--- src/rtl/adc_trig_irq.sv ---
module adc_trig_irq #(
  parameter int NSRC  = 5,
  parameter int DEPTH = 4
) (
  input  logic            clk,
  input  logic            rst_n,
  input  logic            cfg_we,
  input  logic [7:0]      cfg_wdata,
  output logic [7:0]      cfg_rdata,
  input  logic [NSRC-1:0] trig_in,
  input  logic            loop_mode,
  input  logic            buf_wr,
  output logic            conv_start,
  output logic            buf_irq
);
  localparam int CW = $clog2(DEPTH);
  localparam logic [CW-1:0] LAST = CW'(DEPTH - 1);

  logic [NSRC-1:0] mask_q;
  logic [1:0]      sel_q;
  logic [CW-1:0]   cnt_q;
  logic            loop_q;
  logic            start_q;
  logic            irq_q;
  logic            hit;

  wire           mode_chg = loop_mode != loop_q;
  wire [CW-1:0]  pos      = mode_chg ? '0 : cnt_q;

  assign cfg_rdata  = {sel_q, 1'b0, mask_q};
  assign conv_start = start_q;
  assign buf_irq    = irq_q;

  always_comb begin
    if (!loop_mode) hit = 1'b1;
    else begin
      case (sel_q)
        2'b00:   hit = 1'b1;
        2'b01:   hit = pos[0];
        2'b10:   hit = pos == LAST;
        default: hit = 1'b0;
      endcase
    end
  end

  always_ff @(posedge clk) begin
    if (!rst_n) begin
      mask_q  <= '0;
      sel_q   <= '0;
      cnt_q   <= '0;
      loop_q  <= 1'b0;
      start_q <= 1'b0;
      irq_q   <= 1'b0;
    end else begin
      if (cfg_we) begin
        mask_q <= cfg_wdata[NSRC-1:0];
        sel_q  <= cfg_wdata[7:6];
      end
      loop_q  <= loop_mode;
      start_q <= |(trig_in & mask_q);
      irq_q   <= buf_wr & hit;
      cnt_q   <= pos + CW'(buf_wr);
    end
  end

  assert_start_has_trig_R3: assert property (@(posedge clk) disable iff (!rst_n)
    conv_start |-> $past(|trig_in));

  assert_no_start_masked_R4: assert property (@(posedge clk) disable iff (!rst_n)
    ($past(cfg_rdata[4:0]) == 5'd0) |-> !conv_start);

  assert_irq_has_write_R11: assert property (@(posedge clk) disable iff (!rst_n)
    buf_irq |-> $past(buf_wr));

  assert_no_irq_sel3_R8: assert property (@(posedge clk) disable iff (!rst_n)
    (loop_mode && cfg_rdata[7:6] == 2'b11) |=> !buf_irq);

  assert_single_shot_irq_R9: assert property (@(posedge clk) disable iff (!rst_n)
    (buf_wr && !loop_mode) |=> buf_irq);

  assert_pos_wrap_R10: assert property (@(posedge clk) disable iff (!rst_n)
    (buf_wr && !mode_chg && cnt_q == LAST) |=> cnt_q == '0);
endmodule

--- config.mk ---
export PLATFORM = sky130hd
export DESIGN_NAME = adc_trig_irq
export DESIGN_NICKNAME = d
export VERILOG_FILES = /design/src/rtl/adc_trig_irq.sv
export SDC_FILE = /design/constraint.sdc
export NUM_CORES = 1
export LEC_CHECK = 0
export ABC_AREA = 1
export CAP_MARGIN = 10
export CELL_PAD_IN_SITES_DETAIL_PLACEMENT = 1
export CELL_PAD_IN_SITES_GLOBAL_PLACEMENT = 1
export CORE_MARGIN = 1.5
export CORE_UTILIZATION = 24
export DETAILED_ROUTE_END_ITERATION = 8
export PLACE_DENSITY = 0.77
export SLEW_MARGIN = 10
export SYNTH_ARGS = -nofsm -noshare
export SYNTH_HDL_FRONTEND = slang
export SYNTH_SLANG_ARGS = --single-unit
--- constraint.sdc ---
create_clock -name clk -period 1 [get_ports clk]
set_input_delay 0.2 -clock clk [delete_from_list [all_inputs] [get_ports clk]]
set_output_delay 0.2 -clock clk [all_outputs]
set_load 0.01 [all_outputs]
Yosys cells after proc, flatten, opt, wreduce, memory -nomap -nowiden
Cells that the tools add are included.
{"block": "op_classes", "add_sub_neg": 1, "n_reduce_logical": 2, "n_bitwise": 2, "shift": 0, "muxes": 3, "div": 0, "n_mul": 0, "magnitude_cmp": 0, "n_eq_ne": 4}
{"op": "5-bit bitwise AND", "count": 1}
{"op": "5-bit OR reduction", "count": 1}
{"op": "2-bit equality test, second input constant", "count": 2}
{"op": "1-bit one-hot mux with 3 select lines", "count": 1}
{"op": "2-bit by 1-bit adder with 2-bit output", "count": 1}
{"op": "2-bit by 1-bit equality test with 1-bit output, second input constant", "count": 1}
{"op": "2-bit zero test", "count": 1}
{"op": "2-bit two-way mux", "count": 1}
{"op": "1-bit bitwise AND", "count": 1}
{"op": "1-bit two-way mux", "count": 1}
{"op": "1-bit != test", "count": 1}
{"block": "totals", "inputBits": 18, "reg_bits": 12, "n_memories": 0, "word_cells": 18, "latch_bits": 0, "ramBits": 0, "rom_bits": 0}

Longest topological paths before layout
Gate-level depths: netlist of run 1.
{"block": "logic_depth", "ltp_word": 6, "depth_mapped": 7, "mapped_depth_nobuf": 7}

Worst setup path before layout of run 1
Ideal clock, no wire load.
{"block": "synth_timing", "kind": "reg-to-reg", "startpoint": "reg loop_q", "endpoint": "reg irq_q (netlist: buf_irq)", "t_required_ps": 881, "arrival_ps": 690, "period_less_slack_ps": 809, "setup_time_ps": 119, "path_stages_with_launch": 8, "setup_slack_ps": 191, "path_cell_list": "dfxtp_1 -> inv_1 -> nand2_1 -> nand2_2 -> nand2_1 -> nand2_1 -> nand2_1 -> a21oi_2"}
{"block": "synth_between", "elab_chain_len": 6}
{"item": "start: declaration", "line": "22", "rtl": "logic loop_q;"}
{"item": "start signal: assignment", "line": "59", "rtl": "loop_q <= loop_mode;"}
{"item": "1-bit != test (*)", "line": "27", "rtl": "wire mode_chg = loop_mode != loop_q;"}
{"item": "2-bit two-way mux (*)", "line": "28", "rtl": "wire [CW-1:0] pos = mode_chg ? '0 : cnt_q;"}
{"item": "2-bit equality test", "line": "40", "rtl": "2'b10: hit = pos == LAST;"}
{"item": "1-bit one-hot mux with 3 select lines (*)", "line": "37", "rtl": "case (sel_q)"}
{"item": "1-bit two-way mux (*)", "line": "35", "rtl": "if (!loop_mode) hit = 1'b1;"}
{"item": "1-bit bitwise AND (*)", "line": "61", "rtl": "irq_q <= buf_wr & hit;"}
{"item": "end signal: assignment", "line": "61"}
{"item": "end: declaration", "line": "24", "rtl": "logic irq_q;"}
Every way passes the cells marked *; elsewhere a longest branch is shown, timed or not.
A chain may end at the register's enable or synchronous reset.

Worst setup path in the final report of run 1
{"block": "layout_timing", "startpoint": "reg sel_q[0]", "endpoint": "out cfg_rdata[6]"}
{"item": "start: declaration", "line": "20", "rtl": "logic [1:0] sel_q;"}
{"item": "start signal: assignment", "line": "57", "rtl": "sel_q <= cfg_wdata[7:6];"}
{"item": "end: declaration", "line": "9", "rtl": "output logic [7:0] cfg_rdata,"}
No word-level cell between the ends.

==> metrics, run 1 <==
status finished clean; Slew Limit Fails 0; top post-synthesis cells by count nor2_1, nand2_1, dfxtp_1, inv_1, o21ai_0; FMAX 1070 MHz; final hold viol count 0; Setup CP Type reg -> out; WP data required 800 ps; Starting Density 25.5%; final wirelength 1.39 mm; DIE HEIGHT 48.4 um; Synth area leader dfxtp_1; IO Count 28; Layout area overhead 68.6%; Final Cycle Share 93.2%; endpoint class of the critical path output pin; Final setup viols 0; Clock Root Buffer clkbuf_4; largest net degree at the start of global routing 13; cells on worst reg2reg path 4; drt pass-1 iters 2; first-pass GRT wire length 2.48 mm; Inst Count DP 129; Non-Filler Instances 133; top-count cell post-synth nor2_1; Hold WS 305 ps; hold path startpoint loop_mode; Core Region 0.00194 mm2; grt ovf 0; maximum VDD drop 0.467 mV; cell chain of the critical path buf_2; fin area 833 um2; leakage power 0.410 nW; Syn Std Cell Area 494 um2; FP Rows 16; Gate Count Post-Synth 70; reg2reg start sel_q[0]; Min-Delay Endpoint loop_q; Residual DRC 0; via count 562; drt wl/cell 10.5 um; synthesized flop and latch total 12; clock buffer count from CTS 3; CP arrival 730 ps; DP Area 833 um2; Syn. warnings 0; PwrDens 1370 mW/mm2; CTS max path bufs 2; multi-input logic area 208 um2; routability cong. 0.718; Syn Area/Cell 7.06 um2; Buf+Inv Stages, Crit Path 1; Max Fanout on Critical Path 2; via/cell ratio 4.23; Die W 48.4 um; Routed Antenna Nets 0; Layout Utilization 42.9%; port buffer count 25; crit path launch type flip-flop; number of enable flip-flop cells after synthesis 0; Setup WS post-layout 67.6 ps; R2R Setup Slk 110 ps; TritonCTS clock tree yes; worst reg2reg path endpoint buf_irq; largest cells by area after synthesis dfxtp_1, nor2_1, nand2_1; DIE AREA 0.00234 mm2; Global Route Usage Sum 13.3%; DP HPWL 1.17 mm; clk_skew 2.49 ps; sequential area share after synthesis 48.6%; post-cts hold buffer count 0; DRT iter0 DRCs 3; share of post-route cells with drive strength above 1 32.1%; H-tree Lvls 1; Post-synth top flop dfxtp_1; Reg area 250 um2; Num Clock Sinks 12; Yosys top cell area share 48.6%; number of diodes 0; post-placement setup slack -314 ps; Clk pin slew, worst setup/hold paths 80 ps; Post-Syn Nets 88; async set-reset flop share out of synthesis 0%; Final nets 125; crit-path leading delay family flip-flops; count of different cell masters after synthesis 16; Hold Path Class in -> reg; vias in the first global route 604; initial antenna violation count 0; Worst Hold Depth 3; total of max-cap violations 0; crit path max-delay cell type dfxtp_2; fill cell count 262; unrepaired setup endpoints after global routing false; worst-skew pair later-pin latency 270 ps; Worst path max stage delay 340 ps; Period minus WS final 932 ps
worst max-delay path by stage:
stage	start	endpoint	slack, ps	depth (start not counted)
2_1_floorplan	loop_q	buf_irq	190	7
3_3_place_gp	loop_mode	buf_irq	-230	8
3_5_place_dp	loop_mode	buf_irq	-310	8
4_1_cts	mask_q[2]	cfg_rdata[2]	50	1
5_1_grt	cfg_we	mask_q[1]	10	4
6_report	sel_q[0]	cfg_rdata[6]	70	1
layer usage:
layer  part of all wire [%]  GRT usage (%)  wire (um)
met3                    6.3           3.70         88
met4                      0           4.29          0
met1                     43           14.5        604
met2                     50           24.8        701
met5                      0              0          0
sequential cells by signal, summed over array words and instances, names as in the netlist:
signal,count
sel_q,2
mask_q,5
cnt_q,2
buf_irq,1
conv_start,1
loop_q,1
final cells by class:
type / count / area share, %
Inverter: 9 / 4.05
Multi-Input combinational cell: 47 / 24.9
Sequential cell: 12 / 30.0
Tap cell: 27 / 4.05
Timing Repair Buffer: 34 / 32.6
Clock buffer: 4 / 4.35
logic make-up (layout without fill, tap and decap cells):
kind of cell	count (synthesis)	after routing	share of synthesized area, %
AOI/OAI and AO/OA	12	12	13.2
buffers and inverters	11	47	9.37
other	1	1	0.759
and+or+nand+nor	34	34	28.1
DFF	12	12	48.6
metrics by stage:
| stage | power, W | TNS, ps |
|---|---|---|
| floorplan | 0.000621 | 0 |
| global route | 0.00121 | 0 |
| CTS | 0.00116 | 0 |
| detailed placement | 0.000790 | -2420 |
| finish | 0.00114 | 0 |
| global placement | 0.000781 | -1960 |
timing repair:
action                     4_1_cts  5_1_grt
buffers inserted                 0        0
setup endpoints to repair       10        2
resized for setup               44        2
where the power goes:
group	leakage, nW	internal (W)	total, W	switching [W]
sequential	0.102	0.000514	0.000531	0.0000167
combinational	0.287	0.000125	0.000224	0.0000990
clock	0.0210	0.000221	0.000385	0.000164
cells in the final DEF (no fill, tap or decap), drive strengths merged:
cell	n
nand4	1
o21ai	7
buf	18
conb	1
a31oi	1
dlygate4sd2	1
nand2	16
clkdlybuf4s50	15
dfxtp	12
nand3	1
clkbuf	4
a21oi	4
nor2	16
inv	9
Note: power is estimated with default switching activity, not from simulation.
==> run 2, diff against run 1 <==
CORE_MARGIN = 2   (was 1.5)
==> run 2 against run 1 <==
Register-to-register slack lost 20 ps. Global-route usage shrank 0.31 points. Count of clock-buffer cells in the layout shrank 1. Clock skew grew 2.8 ps. First-iteration DRC count is the same. Routed wire length shrank 4.8%. Via count grew 0.36%. Sequential share of layout area grew 0.35 points. Core utilization shrank 1.1 points. Critical path type unchanged. Critical endpoint unchanged. Largest cell class unchanged.
==> metrics, run 2 (synthesis gave the netlist of run 1 again) <==
register with the most flip-flops mask_q; routability cong. 0.749 (+4.4%); Top Registers mask_q x5, cnt_q x2, sel_q x2; commonest non-fill, non-tap cell in the layout nor2_1; Final nets 123 (-1.6%); CTS max path bufs 2 (unchanged); Clock Root Buffer clkbuf_4; Hold WS 214 ps (-90.7 ps); initial antenna violation count 0 (unchanged); Final Cycle Share 93.0% (-0.26 points); maximum VDD drop 0.685 mV (+47%); TritonCTS clock tree yes; WP data required 800 ps (about the same); PwrDens 1270 mW/mm2 (-7.1%); Period minus WS final 930 ps (-2.60 ps); fin area 820 um2 (-1.7%); drt wl/cell 10.2 um (-2.6%); status finished clean; post-cts hold buffer count 0 (unchanged); FP Rows 16 (unchanged); IO Count 28 (unchanged); DP Area 831 um2 (-0.30%); clk_skew 5.28 ps (+2.79 ps); crit path launch type flip-flop; DP HPWL 1.06 mm (-9.2%); endpoint class of the critical path output pin; total of max-cap violations 0 (unchanged); Core Region 0.00196 mm2 (+1.0%); Inst Count DP 127 (-1.6%); Non-Filler Instances 130 (-2.3%); worst-skew pair later-pin latency 270 ps (about the same); DRT iter0 DRCs 3 (unchanged); Residual DRC 0 (unchanged); vias in the first global route 568 (-6.0%); leakage power 0.405 nW (-1.2%); most frequent cells in the layout nor2_1, nand2_1, clkdlybuf4s50_1; Setup CP Type reg -> out; first-pass GRT wire length 2.37 mm (-4.8%); max reg flops 5 (unchanged); Max Fanout on Critical Path 2 (unchanged); Routed Antenna Nets 0 (unchanged); crit path max-delay cell type dfxtp_2; Layout area overhead 65.8%; Hold Path Class in -> reg; CP arrival 730 ps (about the same); via/cell ratio 4.34 (+2.7%); Die W 49.4 um (+2.1%); Starting Density 25.2% (-0.26 points); share of post-route cells with drive strength above 1 29.1% (-2.9 points); drt pass-1 iters 4 (+2); Worst path max stage delay 330 ps (about the same); H-tree Lvls 1 (unchanged); FMAX 1080 MHz (+0.28%); number of diodes 0 (unchanged); grt ovf 0 (unchanged); unrepaired setup endpoints after global routing false; Num Clock Sinks 12 (unchanged); Final setup viols 0 (unchanged); port buffer count 25 (unchanged); cell chain of the critical path buf_2; crit-path leading delay family flip-flops; Clk pin slew, worst setup/hold paths 70 ps (about the same); via count 564 (+0.36%); final wirelength 1.33 mm (-4.8%); Buf+Inv Stages, Crit Path 1 (unchanged); largest net degree at the start of global routing 13 (unchanged); final hold viol count 0 (unchanged); DIE AREA 0.00244 mm2 (+4.2%); clock buffer count from CTS 3 (unchanged); Slew Limit Fails 0 (unchanged); DIE HEIGHT 49.4 um (+2.1%); Global Route Usage Sum 13.0% (-0.31 points); Design Power 0.00104 W (-8.6%)
## run 2: cell types whose count changed in the layout (fill, tap and decap cells not counted)
cell | previous run | this run
clkbuf_8 | 1 | 0
dlymetal6s2s_1 | 0 | 1
dlygate4sd2_1 | 1 | 0
buf_12 | 0 | 1
dfxtp_2 | 8 | 7
dfxtp_1 | 4 | 5
o21ai_1 | 2 | 1
o21ai_0 | 5 | 6
buf_4 | 9 | 6
## run 2: routing by layer
layer / wire, um / global-route usage (%) / vias to the layer above
li1: - / - / 283
met5: 0 / 0 / -
met1: 537 / 14.5 / 255
met2: 637 / 20.9 / 21
met3: 114 / 4.60 / 5
met4: 38 / 8.33 / 0
## run 2: final cells by class
class | instances | area [um2]
multi-input cells | 47 | 208
fillers | 276 | 1140
inverters | 9 | 33.8
flip-flops and latches | 12 | 249
repair buffers | 32 | 273
clock buffers | 3 | 22.5
well taps | 27 | 33.8
## run 2: through the flow
stage	setup WS, ps	utilization, %	TNS (ps)
6_report	70.2	41.8	0
5_1_grt	2.48	41.8	0
4_1_cts	0.320	42.3	0
3_5_place_dp	-282	42.3	-2440
3_3_place_gp	-231	42.3	-2190
2_1_floorplan	191	-	0
## run 2: path summary, 6_finish.rpt
| kind | start | depth (start not counted) | slack [ps] | endpoint |
|---|---|---|---|---|
| min | loop_mode | 3 | 210 | loop_q |
| max reg2reg | mask_q[1] | 5 | 90 | conv_start |
| min reg2reg | sel_q[1] | 2 | 470 | sel_q[1] |
| max | sel_q[0] | 1 | 70 | cfg_rdata[6] |
## run 2: power by group
part           leakage [nW]  switching, W  internal, W
logic                 0.289     0.0000959     0.000125
clock network        0.0138      0.000152     0.000139
registers             0.102     0.0000153     0.000514
## run 2: timing repair
action,CTS,global route
setup endpoints to repair,9,5
setup buffers,0,0
resized for setup,41,3
pin swaps,0,0
gates cloned,0,0
